--- src/rtl/wg_pkg.sv ---
// Package: shared encodings for the waveform code sequencer.
// Assumes: shape codes are visible at the top-level port and must stay fixed.
package wg_pkg;
    typedef enum logic [1:0] {
        SH_SINE = 2'd0,
        SH_UP   = 2'd1,
        SH_DOWN = 2'd2,
        SH_TRI  = 2'd3
    } shape_e;

    typedef enum logic [2:0] {
        ST_IDLE  = 3'd0,
        ST_SETUP = 3'd1,
        ST_LEAD  = 3'd2,
        ST_MAIN  = 3'd3,
        ST_TAIL  = 3'd4,
        ST_DONE  = 3'd5
    } seq_st_e;
endpackage

--- src/rtl/wg_divider.sv ---
// Module: sequential restoring divider, one quotient bit per cycle.
// Does: on go, divides num by den in NUM_W cycles; busy is high meanwhile.
// Assumes: den is nonzero when the result is used (caller masks den == 0).
module wg_divider #(
    parameter int NUM_W = 12,
    parameter int DEN_W = 16
) (
    input  logic             clk,
    input  logic             rst_n,
    input  logic             go,
    input  logic [NUM_W-1:0] num,
    input  logic [DEN_W-1:0] den,
    output logic             busy,
    output logic [NUM_W-1:0] quot,
    output logic [DEN_W-1:0] rem
);
    localparam int CW = $clog2(NUM_W + 1);

    logic [NUM_W-1:0] num_sh;
    logic [NUM_W-1:0] num_r;
    logic [DEN_W-1:0] den_r;
    logic [CW-1:0]    cnt;
    logic [DEN_W:0]   trial;
    logic             take;

    // Trial subtraction of the next partial remainder.
    always_comb begin
        trial = {rem, num_sh[NUM_W-1]};
        take  = (trial >= {1'b0, den_r});
    end

    // Iteration registers: load on go, then shift one bit per cycle.
    always_ff @(posedge clk) begin
        if (!rst_n) begin
            num_sh <= '0;
            num_r  <= '0;
            den_r  <= '0;
            cnt    <= '0;
            busy   <= 1'b0;
            quot   <= '0;
            rem    <= '0;
        end else if (go) begin
            num_sh <= num;
            num_r  <= num;
            den_r  <= den;
            cnt    <= CW'(NUM_W);
            busy   <= 1'b1;
            quot   <= '0;
            rem    <= '0;
        end else if (busy) begin
            num_sh <= num_sh << 1;
            quot   <= {quot[NUM_W-2:0], take};
            rem    <= take ? DEN_W'(trial - {1'b0, den_r}) : DEN_W'(trial);
            cnt    <= cnt - CW'(1);
            busy   <= (cnt != CW'(1));
        end
    end

    // a finished division reconstructs the dividend with a remainder below the divisor.
    assert_div_exact_R5: assert property (@(posedge clk) disable iff (!rst_n)
        ($fell(busy) && den_r != '0) |->
            ((NUM_W+DEN_W)'(quot) * (NUM_W+DEN_W)'(den_r) + (NUM_W+DEN_W)'(rem)
                == (NUM_W+DEN_W)'(num_r)) && (rem < den_r));
endmodule

--- src/rtl/wg_ramp_acc.sv ---
// Module: exact fractional stepper for ramps and triangles.
// Does: keeps acc = floor(m*span/d) as m moves by +1 or -1, using quotient
//       q = span/d and remainder r = span%d, with no per-step division.
// Assumes: inc and dec are never high together; r < d whenever d != 0.
module wg_ramp_acc #(
    parameter int VAL_W = 12,
    parameter int DEN_W = 16
) (
    input  logic             clk,
    input  logic             rst_n,
    input  logic             clr,
    input  logic             inc,
    input  logic             dec,
    input  logic [VAL_W-1:0] q,
    input  logic [DEN_W-1:0] r,
    input  logic [DEN_W-1:0] d,
    output logic [VAL_W-1:0] acc
);
    logic [DEN_W-1:0] frac;
    logic [DEN_W:0]   up_sum;
    logic             up_carry;
    logic             dn_borrow;

    // Carry and borrow detection for the fractional part.
    always_comb begin
        up_sum    = {1'b0, frac} + {1'b0, r};
        up_carry  = (up_sum >= {1'b0, d});
        dn_borrow = (frac < r);
    end

    // Integer and fractional accumulator update.
    always_ff @(posedge clk) begin
        if (!rst_n || clr) begin
            acc  <= '0;
            frac <= '0;
        end else if (inc) begin
            acc  <= acc + q + VAL_W'(up_carry);
            frac <= up_carry ? DEN_W'(up_sum - {1'b0, d}) : DEN_W'(up_sum);
        end else if (dec) begin
            acc  <= acc - q - VAL_W'(dn_borrow);
            frac <= dn_borrow ? DEN_W'({1'b0, frac} + {1'b0, d} - {1'b0, r})
                              : frac - r;
        end
    end

    // the fractional part stays below the divisor.
    assert_frac_bound_R7: assert property (@(posedge clk) disable iff (!rst_n)
        (d != '0 && !clr) |=> (frac < d || $changed(d)));
endmodule

--- src/rtl/wg_sine_lut.sv ---
// Module: quarter-wave sine lookup with quadrant folding.
// Does: maps a phase word to a signed value in [-2^AMP_W, 2^AMP_W]; the
//       quarter table is computed at elaboration from a rational approximation.
// Assumes: PH_W - 2 >= LUT_AW; purely combinational.
module wg_sine_lut #(
    parameter int PH_W   = 16,
    parameter int LUT_AW = 5,
    parameter int AMP_W  = 10
) (
    input  logic [PH_W-1:0]         phase,
    output logic signed [AMP_W+1:0] sval
);
    localparam int NQ = 1 << LUT_AW;

    // Table entry for quarter index i: 4*H*x/(5*NQ^2 - x), x = i*(2*NQ - i).
    function automatic longint tab_val(input int i);
        longint x;
        x = longint'(i) * longint'(2 * NQ - i);
        return (longint'(4) * (longint'(1) << AMP_W) * x) /
               (longint'(5) * longint'(NQ) * longint'(NQ) - x);
    endfunction

    logic [AMP_W:0]    rom [0:NQ];
    logic [1:0]        quad;
    logic [LUT_AW-1:0] idx;
    logic [LUT_AW:0]   addr;
    logic [AMP_W:0]    mag;

    for (genvar g = 0; g <= NQ; g++) begin : g_rom
        assign rom[g] = (AMP_W+1)'(tab_val(g));
    end

    // Quadrant fold and sign selection.
    always_comb begin
        quad = phase[PH_W-1 -: 2];
        idx  = phase[PH_W-3 -: LUT_AW];
        addr = quad[0] ? ((LUT_AW+1)'(NQ) - {1'b0, idx}) : {1'b0, idx};
        mag  = rom[addr];
        sval = quad[1] ? -$signed({1'b0, mag}) : $signed({1'b0, mag});
    end
endmodule

--- src/rtl/wavegen_seq.sv ---
// Module: waveform code sequencer with lead-in and tail hold.
// Does: on start, captures the settings, computes the ramp step by a serial
//       division, then streams lead-in repeats of the first code, the
//       waveform, and tail repeats of the last code over valid/ready.
// Assumes: hi_code >= lo_code, n_samples >= 1; smp_code is derived from
//          registered state, so a transfer changes it one cycle later.
module wavegen_seq
    import wg_pkg::*;
#(
    parameter int CODE_W = 12,
    parameter int CNT_W  = 16,
    parameter int PH_W   = 16,
    parameter int LUT_AW = 5,
    parameter int AMP_W  = 10
) (
    input  logic              clk,
    input  logic              rst_n,
    input  logic              start,
    input  logic [1:0]        shape_sel,
    input  logic [CODE_W-1:0] lo_code,
    input  logic [CODE_W-1:0] hi_code,
    input  logic [CNT_W-1:0]  n_samples,
    input  logic [CNT_W-1:0]  lead_len,
    input  logic [CNT_W-1:0]  tail_len,
    input  logic [PH_W-1:0]   phase_init,
    input  logic [PH_W-1:0]   phase_step,
    output logic              smp_valid,
    input  logic              smp_ready,
    output logic [CODE_W-1:0] smp_code,
    output logic              seq_done
);
    localparam int SV_W   = AMP_W + 2;
    localparam int PROD_W = CODE_W + SV_W;
    localparam logic [SV_W-1:0] SV_HALF = SV_W'(1) << AMP_W;

    seq_st_e          st;
    shape_e           shape_r;
    logic [CODE_W-1:0] lo_r, hi_r, span_r;
    logic [CNT_W-1:0]  ns_r, lead_r, tail_r, step_d;
    logic [PH_W-1:0]   step_r, phase_r;
    logic [CNT_W-1:0]  n_cnt, h_cnt, m_r;
    logic              accept, fire, last_main, advance;
    logic [CNT_W-1:0]  nm1_in, d_in, tri_tgt;
    logic              tri_up, tri_dn;
    logic              div_busy;
    logic [CODE_W-1:0] div_q, q_eff, acc;
    logic [CNT_W-1:0]  div_r, r_eff;
    logic signed [SV_W-1:0] sval;
    logic [SV_W-1:0]   sv_off;
    logic [PROD_W-1:0] prod;
    logic [CODE_W-1:0] code_c;

    // Start acceptance and divisor selection from the live inputs.
    always_comb begin
        accept = start && (st == ST_IDLE || st == ST_DONE);
        nm1_in = n_samples - CNT_W'(1);
        d_in   = (shape_e'(shape_sel) == SH_TRI) ? (nm1_in >> 1) : nm1_in;
    end

    wg_divider #(.NUM_W(CODE_W), .DEN_W(CNT_W)) u_div (
        .clk  (clk),
        .rst_n(rst_n),
        .go   (accept),
        .num  (hi_code - lo_code),
        .den  (d_in),
        .busy (div_busy),
        .quot (div_q),
        .rem  (div_r)
    );

    // Zero step when the divisor is zero (one-sample ramp, short triangle).
    always_comb begin
        q_eff = (step_d == '0) ? '0 : div_q;
        r_eff = (step_d == '0) ? '0 : div_r;
    end

    // Transfer, last-sample and triangle direction decisions.
    always_comb begin
        fire      = smp_valid && smp_ready;
        last_main = (n_cnt == ns_r - CNT_W'(1));
        advance   = fire && (st == ST_MAIN) && !last_main;
        tri_tgt   = ns_r - CNT_W'(2) - n_cnt;
        tri_up    = (n_cnt + CNT_W'(1)) <= step_d;
        tri_dn    = !tri_up && (tri_tgt < m_r);
    end

    wg_ramp_acc #(.VAL_W(CODE_W), .DEN_W(CNT_W)) u_acc (
        .clk  (clk),
        .rst_n(rst_n),
        .clr  (accept),
        .inc  (advance && (shape_r == SH_UP || shape_r == SH_DOWN ||
                           (shape_r == SH_TRI && tri_up))),
        .dec  (advance && shape_r == SH_TRI && tri_dn),
        .q    (q_eff),
        .r    (r_eff),
        .d    (step_d),
        .acc  (acc)
    );

    wg_sine_lut #(.PH_W(PH_W), .LUT_AW(LUT_AW), .AMP_W(AMP_W)) u_lut (
        .phase(phase_r),
        .sval (sval)
    );

    // Output code selection by shape.
    always_comb begin
        sv_off = $unsigned(sval) + SV_HALF;
        prod   = PROD_W'(span_r) * PROD_W'(sv_off);
        case (shape_r)
            SH_UP, SH_TRI: code_c = lo_r + acc;
            SH_DOWN:       code_c = hi_r - acc;
            default:       code_c = lo_r + CODE_W'(prod >> (AMP_W + 1));
        endcase
    end

    // Captured settings, loaded only on an accepted start.
    always_ff @(posedge clk) begin
        if (!rst_n) begin
            shape_r <= SH_UP;
            lo_r    <= '0;
            hi_r    <= '0;
            span_r  <= '0;
            ns_r    <= '0;
            lead_r  <= '0;
            tail_r  <= '0;
            step_d  <= '0;
            step_r  <= '0;
        end else if (accept) begin
            shape_r <= shape_e'(shape_sel);
            lo_r    <= lo_code;
            hi_r    <= hi_code;
            span_r  <= hi_code - lo_code;
            ns_r    <= n_samples;
            lead_r  <= lead_len;
            tail_r  <= tail_len;
            step_d  <= d_in;
            step_r  <= phase_step;
        end
    end

    // Waveform position: sample index, triangle distance, sine phase.
    always_ff @(posedge clk) begin
        if (!rst_n) begin
            n_cnt   <= '0;
            m_r     <= '0;
            phase_r <= '0;
        end else if (accept) begin
            n_cnt   <= '0;
            m_r     <= '0;
            phase_r <= phase_init;
        end else if (advance) begin
            n_cnt   <= n_cnt + CNT_W'(1);
            phase_r <= phase_r + step_r;
            if (tri_up)
                m_r <= m_r + CNT_W'(1);
            else if (tri_dn)
                m_r <= m_r - CNT_W'(1);
        end
    end

    // Sequence control: setup, lead-in, waveform, tail, done.
    always_ff @(posedge clk) begin
        if (!rst_n) begin
            st    <= ST_IDLE;
            h_cnt <= '0;
        end else if (accept) begin
            st    <= ST_SETUP;
            h_cnt <= '0;
        end else begin
            case (st)
                ST_SETUP: if (!div_busy) st <= (lead_r != '0) ? ST_LEAD : ST_MAIN;
                ST_LEAD: if (fire) begin
                    if (h_cnt == lead_r - CNT_W'(1)) begin
                        st    <= ST_MAIN;
                        h_cnt <= '0;
                    end else begin
                        h_cnt <= h_cnt + CNT_W'(1);
                    end
                end
                ST_MAIN: if (fire && last_main)
                    st <= (tail_r != '0) ? ST_TAIL : ST_DONE;
                ST_TAIL: if (fire) begin
                    if (h_cnt == tail_r - CNT_W'(1))
                        st <= ST_DONE;
                    else
                        h_cnt <= h_cnt + CNT_W'(1);
                end
                default: st <= st;
            endcase
        end
    end

    assign smp_valid = (st == ST_LEAD) || (st == ST_MAIN) || (st == ST_TAIL);
    assign seq_done  = (st == ST_DONE);
    assign smp_code  = code_c;

    // a stalled sample stays offered and unchanged.
    assert_stall_hold_R9: assert property (@(posedge clk) disable iff (!rst_n)
        (smp_valid && !smp_ready) |=> (smp_valid && $stable(smp_code)));

    // done never coexists with a valid sample.
    assert_done_quiet_R10: assert property (@(posedge clk) disable iff (!rst_n)
        seq_done |-> !smp_valid);

    // the last code holds while done and no start arrives.
    assert_done_hold_R10: assert property (@(posedge clk) disable iff (!rst_n)
        (seq_done && !start) |=> $stable(smp_code));

    // a start during a running sequence leaves the captured settings alone.
    assert_busy_start_ignored_R1: assert property (@(posedge clk) disable iff (!rst_n)
        (smp_valid && start) |=> ($stable(lo_r) && $stable(hi_r) && $stable(shape_r)
                                  && $stable(ns_r)));

    // every offered code lies within the captured span.
    assert_code_in_span_R8: assert property (@(posedge clk) disable iff (!rst_n)
        smp_valid |-> (smp_code >= lo_r && smp_code <= hi_r));

    // a rising ramp starts on lo and ends exactly on hi.
    assert_rise_ends_R5: assert property (@(posedge clk) disable iff (!rst_n)
        (st == ST_MAIN && shape_r == SH_UP && ns_r > CNT_W'(1) && last_main)
            |-> smp_code == hi_r);

    // a falling ramp ends exactly on lo.
    assert_fall_ends_R6: assert property (@(posedge clk) disable iff (!rst_n)
        (st == ST_MAIN && shape_r == SH_DOWN && ns_r > CNT_W'(1) && last_main)
            |-> smp_code == lo_r);

    // a triangle reaches hi at its apex sample.
    assert_tri_apex_R7: assert property (@(posedge clk) disable iff (!rst_n)
        (st == ST_MAIN && shape_r == SH_TRI && step_d != '0 && n_cnt == step_d)
            |-> smp_code == hi_r);
endmodule

--- config.mk ---
export PLATFORM = sky130hd
export DESIGN_NAME = wavegen_seq
export DESIGN_NICKNAME = d
export VERILOG_FILES = /design/src/rtl/wg_pkg.sv /design/src/rtl/wg_divider.sv /design/src/rtl/wg_ramp_acc.sv /design/src/rtl/wg_sine_lut.sv /design/src/rtl/wavegen_seq.sv
export SDC_FILE = /design/constraint.sdc
export NUM_CORES = 1
export LEC_CHECK = 0
export ABC_AREA = 1
export BUFFER_PORTS_ARGS = -buffer_cell sky130_fd_sc_hd__buf_2
export CORE_MARGIN = 3
export CORE_UTILIZATION = 51
export CTS_BUF_LIST = sky130_fd_sc_hd__clkbuf_4
export DETAILED_ROUTE_END_ITERATION = 10
export PLACE_DENSITY = 0.68
export RECOVER_POWER = 50
export SLEW_MARGIN = 30
export SYNTH_ARGS = -nofsm -noshare
export SYNTH_HDL_FRONTEND = slang
export SYNTH_SLANG_ARGS = --single-unit
--- constraint.sdc ---
create_clock -name clk -period 28.8 [get_ports clk]
set_input_delay 1.44 -clock clk [delete_from_list [all_inputs] [get_ports clk]]
set_output_delay 1.44 -clock clk [all_outputs]
set_load 0.05 [all_outputs]
## Yosys cells after proc, flatten, opt, wreduce, memory -nomap -nowiden

Memories as Yosys holds them, arrays and structs flattened.
Index checks and enable logic that the tools add are counted.

| storage, ports and cells | value |
|---|---|
| bits in registers | 258 |
| latch bits | 0 |
| RAM bits | 0 |
| ROM bits | 704 |
| input port bits | 110 |
| output and inout bits | 14 |
| word-level logic and storage cells | 164 |
| memories | 1 |

Memories:

| name | words | bits a word | rd ports | clocked after Yosys merged registers in | wr ports | RTL line | source |
|---|---|---|---|---|---|---|---|
| (no name shown) | 64 | 11 | 1 | 0 | 0 | wg_sine_lut.sv:38 | `mag = rom[addr];` |

| operators by class | value |
|---|---|
| add/sub/neg operators | 29 |
| $mul | 1 |
| divide/modulo/power cells | 0 |
| order comparisons | 6 |
| equality and inequality tests | 26 |
| shifts and indexed selects | 0 |
| muxes and demuxes | 40 |
| bitwise gates (word level) | 2 |
| reduce and logical (&&, ||, !) cells | 36 |

Operators by type and width:

| cell | number |
|---|---|
| $mux 16 | 15 |
| $sub 16x1->16 const B | 5 |
| $sub 16x16->16 | 5 |
| $mux 12 | 6 |
| $add 16x1->16 const B | 3 |
| $eq 16x16->1 | 3 |
| $add 12x12->12 | 3 |
| $sub 12x12->12 | 3 |
| $ge 17x16->1 | 2 |
| $add 16x16->16 | 2 |
| $lt 16x16->1 | 2 |
| $pmux 16 s2 | 1 |
| $reduce_bool 16->1 | 2 |
| $pmux 12 s2 | 1 |
| $mul 12x12->23 | 1 |
| $mux 11 | 2 |
| $mux 3 | 6 |
| $ne 3x2->1 const B | 6 |
| $add 16x16->17 | 1 |
| $le 16x16->1 | 1 |
| $logic_not 16->1 | 1 |
| $sub 16x2->16 const B | 1 |
| $ne 2x2->1 const B | 7 |
| $reduce_and 7->1 | 2 |
| other kinds (29) | 59 |

## Logic depth before layout (Yosys ltp)

| logic depth | value |
|---|---|
| depth in word-level cells | 12 |
| depth in mapped cells | 58 |

## By module

From an unflattened synthesis, not the netlist that was laid out.

| second synthesis, totals | value |
|---|---|
| cells, all modules | 4676 |
| area total of the unflattened synthesis | 30641.9 µm² |

Modules (own cells, without submodules):

| module | instances | cells an instance | area an instance (µm²) | sequential area each (µm²) |
|---|---|---|---|---|
| wavegen_seq | 1 | 2766 | 19079.5 | 3703.6 |
| wg_ramp_acc | 1 | 1193 | 6964.2 | 560.5 |
| wg_divider | 1 | 509 | 3487.1 | 1221.2 |
| wg_sine_lut | 1 | 208 | 1111.1 | 0.0 |

## Least setup slack after synthesis

No wires, ideal clock.

| path | value |
|---|---|
| path type | register to output |
| start | register phase_r[9] |
| end | output port smp_code[8] |
| arrival | 9.337 ns |
| data required time | 27.360 ns |
| path slack | 18.023 ns |
| stages on the path, launching flop included | 48 |
| cell sequence | dfxtp_1 -> inv_2 -> ha_1 -> nand2_1 -> nand2_1 -> inv_1 -> ha_1 -> nand3b_1 -> nand2_1 -> inv_1 -> nand2_1 -> nand3_1 -> nand3_2 -> ha_1 -> nand2_1 -> o21ai_0 -> xor2_1 -> clkbuf_1 -> (+12 left out) -> nor2_1 -> o21ai_2 -> or2_2 -> a21bo_1 -> o21ai_0 -> inv_1 -> ha_1 -> fa_1 -> nand3_1 -> and2_1 -> nor2_1 -> nor2_1 -> inv_1 -> a21oi_1 -> o21ai_0 -> nand2_1 -> inv_1 -> o32ai_1 |

| on the way | value |
|---|---|
| word-level cells in the longest chain between the ends | 12 |

RTL lines:

| item | RTL line | source |
|---|---|---|
| from (decl) | wavegen_seq.sv:40 | `logic [PH_W-1:0] step_r, phase_r;` |
| from (signal assigned) | wavegen_seq.sv:150 | `phase_r <= phase_init;` |
| from (signal assigned) | wavegen_seq.sv:153 | `phase_r <= phase_r + step_r;` |
| $sub 6x5->6 | wg_sine_lut.sv:37 | `addr = quad[0] ? ((LUT_AW+1)'(NQ) - {1'b0, idx}) : {1'b0, idx};` |
| $mux 6 (*) | wg_sine_lut.sv:37 |  |
| $not 6->7 (implied by the code) (*) | wg_sine_lut.sv:38 |  |
| $mem_v2 64x11 (*) | - |  |
| $mux 11 (implied by the code) (*) (2 in a row) | wg_sine_lut.sv:38 |  |
| $neg 11->12 | wg_sine_lut.sv:39 | `sval = quad[1] ? -$signed({1'b0, mag}) : $signed({1'b0, mag});` |
| $mux 12 (*) | wg_sine_lut.sv:39 |  |
| $add 12x11->12 (*) | wavegen_seq.sv:107 | `sv_off = $unsigned(sval) + SV_HALF;` |
| $mul 12x12->23 (*) | wavegen_seq.sv:108 | `prod = PROD_W'(span_r) * PROD_W'(sv_off);` |
| $add 12x12->12 (*) | wavegen_seq.sv:112 | `default: code_c = lo_r + CODE_W'(prod >> (AMP_W + 1));` |
| $pmux 12 s2 (*) | wavegen_seq.sv:109 | `case (shape_r)` |
| to (decl) | wavegen_seq.sv:29 | `output logic [CODE_W-1:0] smp_code,` |

Mark *: on every way between the ends. The rest lies on a longest branch, timed or not. The select of a mux whose other input is x is not followed.

## Worst setup path in the final report

| path | value |
|---|---|
| start | register phase_r[9] |
| end | output port smp_code[10] |

Same word-level chain as after synthesis.

==> results.json <==
{
  "worst_path_max_delay_cell": "fa_1",
  "holdPathEnd": "u_div.quot[11]",
  "htreeDepth": 3,
  "ys_seq_elements": 258,
  "worst_skew_pair.late_latency_ns": 0.81,
  "fin_cells": 4584,
  "area_growth_syn_to_layout_pct": 7.11,
  "grt_max_degree": 76,
  "clk_path_buf_depth": 3,
  "violations": "capacitance limit, slew limit",
  "dr.pass1.iters": 7,
  "finalSetupViolCount": 0,
  "synthAdderAreaFrac": 0.241,
  "hold_start": "u_div.quot[10]",
  "root_buffer": "clkbuf_4",
  "grt_pass1_vias": 23500,
  "p_seq_frac": 0.150,
  "gp_congestion": 0.937,
  "ys_types": 66,
  "die-width_um": 235,
  "worst_pin_slew_ns": 3.71,
  "crit_arrival_ns": 11.12,
  "drc_errors": 0,
  "die_h_um": 235,
  "synth_enable_flop_cells": 0,
  "synth_compound_area_frac": 0.169,
  "dp.cells": 4455,
  "p_leak_nw": 14.2,
  "p_switching_mw": 1.75,
  "synthCells": 3768,
  "die_area_um2": 55300,
  "r2r-end": "h_cnt[2]",
  "vias_per_cell": 5.33,
  "holdPathStages": 2,
  "power_frac_clock": 0.112,
  "worstPathMaxFanout": 12,
  "start_kind": "flop",
  "antenna_found_initial": 1,
  "cts_hold_buffers": 0,
  "end_kind": "output port",
  "reg2reg_from": "st[0]",
  "syn-num-nets": 4317,
  "synthArstFlopShare": 0,
  "core_um2": 51600,
  "synth_simple_gate_area_frac": 0.205,
  "totalWireLength_mm": 73.1,
  "comb_power_share": 0.739,
  "final_antenna_net_count": 0,
  "cts_buffers": 80,
  "r2r_slack_ns": 20.18,
  "initial_utilization": 0.519,
  "drt_iter0_markers": 1624,
  "post_synth.cell_area_avg_um2": 7.11,
  "ys.flop_type": "dfxtp_1",
  "r2r.worst_path.cells": 11,
  "rsz0062_at_grt": "no",
  "post_cts_buffers": 0,
  "hold_viol": 0,
  "synth_area_um2": 26800,
  "fmax_mhz": 79.6,
  "swShare": 0.549,
  "clk_pin_slew_worst_paths_ns": 0.06,
  "crit_buf_inv": 13,
  "critPathMostFrequentCell": "inv_1",
  "fin_nets": 4406,
  "cts-resized-gates": 0,
  "grt_overflow": 0,
  "wl_per_cell_um": 15.9,
  "hpwlAfterDp_mm": 56.0,
  "yosysSeqAreaShare": 0.193,
  "synth_top_family_by_area": "adder cells",
  "worstPathRequired_ns": 27.36,
  "via_count": 24400,
  "synth_xor_area_frac": 0.0824,
  "cts_tree": "yes",
  "finalSetupTns_ns": 0,
  "clock_sinks": 258,
  "min_period_ns": 12.56,
  "fin_crit_sh": 0.436,
  "grt_pass1_wl_mm": 120,
  "io_buffer_count": 123,
  "synth_warnings": 0,
  "skew_ns": 0.0491,
  "drv_cap": 4,
  "cpPeakStageDelay_ns": 0.59,
  "powerDensity_nw_per_um2": 111,
  "rows": 83,
  "cpLargestDelayFamily": "adder cells",
  "grt.total_usage": 0.262,
  "hp-class": "reg2reg",
  "drive_gt1_frac": 0.0843,
  "finalMaxSlewViolations": 234,
  "crit_type": "reg2out",
  "synthMuxAreaShare": 0.00164,
  "total_power_mw": 3.19,
  "p_int_mw": 1.44,
  "fin_util": 0.556,
  "ir_worst_vdd_mv": 0.0926,
  "relSlewSlack": -1.47,
  "io_pins": 124,
  "outcome": "finished, violations left"
}
-- metrics by stage --
step | setup WS (ns) | area [µm²] | hold slack [ns]
after floorplan | 18.02 | 26800 | 0.435
after global placement | 17.10 | 27800 | 0.447
after detailed placement | 16.90 | 27800 | 0.449
after CTS | 16.00 | 28700 | 0.466
after global routing | 15.30 | 28700 | 0.493
final | 16.24 | 28700 | 0.465
-- cells in the final DEF, fill, tap and decap left out, types with 6 or more instances in the layout --
cell type and n:
inv_2 14, nand2_1 665, nor3_1 35, nand2_4 6, dfxtp_1 258, nand3_1 138, o21ai_1 17, o211ai_1 23
nor4_1 14, xor2_1 168, nor2_1 311, o221ai_1 17, and2_1 8, buf_4 6, a21boi_0 8, a22o_1 42
clkinv_1 14, nand3_2 8, ha_1 312, a221oi_1 7, or2_2 19, fa_1 127, a211oi_1 21, buf_2 120
a21o_1 8, o21ai_0 250, a21oi_1 296, a31oi_1 21, o21bai_1 11, o22ai_1 34, clkbuf_1 6, xnor2_1 82
nand2_2 12, clkbuf_4 113, inv_1 607, nand4_1 40
-- cell type report --
type | count | area (µm²)
Clock buffer | 113 | 848
Sequential cell | 258 | 5160
Clock inverter | 15 | 70.1
Inverter | 624 | 2340
Tap cell | 680 | 851
Antenna cell | 1 | 2.50
Multi-Input combinational cell | 2761 | 18700
Timing Repair Buffer | 132 | 668
Fill cell | 5119 | 22900
-- registers in the layout, indices dropped and copies added, names as in the netlist, 12 cells and up --
signal        cells
u_acc.acc        12
hi_r             12
u_div.num_sh     12
u_div.den_r      16
h_cnt            16
lo_r             12
u_div.quot       12
step_r           16
n_cnt            16
span_r           12
u_acc.frac       16
m_r              16
phase_r          16
ns_r             16
u_div.rem        16
tail_r           16
lead_r           16
-- cells by family (layout without fill, tap and decap cells) --
logic type,count (synthesis),count (layout)
compound gates,785,785
xor+xnor,252,252
fa+ha+maj,439,439
buf+inv,749,884
flops,258,258
mux,4,4
other cells,0,1
simple gates,1281,1281
-- worst max path at each step --
stage                           from      endpoint  slack (ns)  cells after the start
final                     phase_r[9]  smp_code[10]       16.24                     51
after global routing      phase_r[9]  smp_code[11]       15.30                     55
after CTS                 phase_r[9]  smp_code[10]       16.00                     51
after detailed placement  phase_r[9]  smp_code[10]       16.90                     51
after global placement    phase_r[9]  smp_code[10]       17.10                     51
after floorplan           phase_r[9]   smp_code[8]       18.02                     47
-- routing by layer --
layer,vias up,share of wire,track usage
met5,-,0,0
met4,0,0.038,0.0974
met3,146,0.062,0.0440
met2,651,0.45,0.429
met1,11100,0.45,0.347
li1,12500,-,-
-- power groups by stage --
stage	sequential (mW)	combinational [mW]	clock [mW]
after floorplan	0.456	1.85	0
after global placement	0.483	2.30	0
after detailed placement	0.483	2.33	0
after CTS	0.475	2.34	0.368
after global routing	0.484	2.69	0.384
final	0.477	2.35	0.355
-- synth_stat cells, types with 34 or more instances --
master / n / area share
xnor2_1: 82 / 0.027
fa_1: 127 / 0.095
nand4_1: 40 / 0.0093
ha_1: 312 / 0.15
inv_1: 608 / 0.085
a22o_1: 42 / 0.014
nand2_1: 665 / 0.093
nor3_1: 35 / 0.0065
nand3_1: 138 / 0.026
xor2_1: 170 / 0.056
clkbuf_1: 82 / 0.011
dfxtp_1: 258 / 0.19
o21ai_0: 250 / 0.047
nor2_1: 312 / 0.044
o22ai_1: 34 / 0.0079
a21oi_1: 296 / 0.055
-- worst register-to-register path: stages (launching register included) --
cell	delay (ns)
dfxtp_1	0.34
inv_1	0.10
or2_2	0.13
a21boi_0	0.10
nand2_1	0.07
clkbuf_1	1.46
nand2_1	1.36
clkinvlp_2	2.20
clkbuf_1	1.83
o21ai_2	0.55
a21oi_1	0.29
o21a_1	0.14
Note: power is estimated with default switching activity, not from simulation.
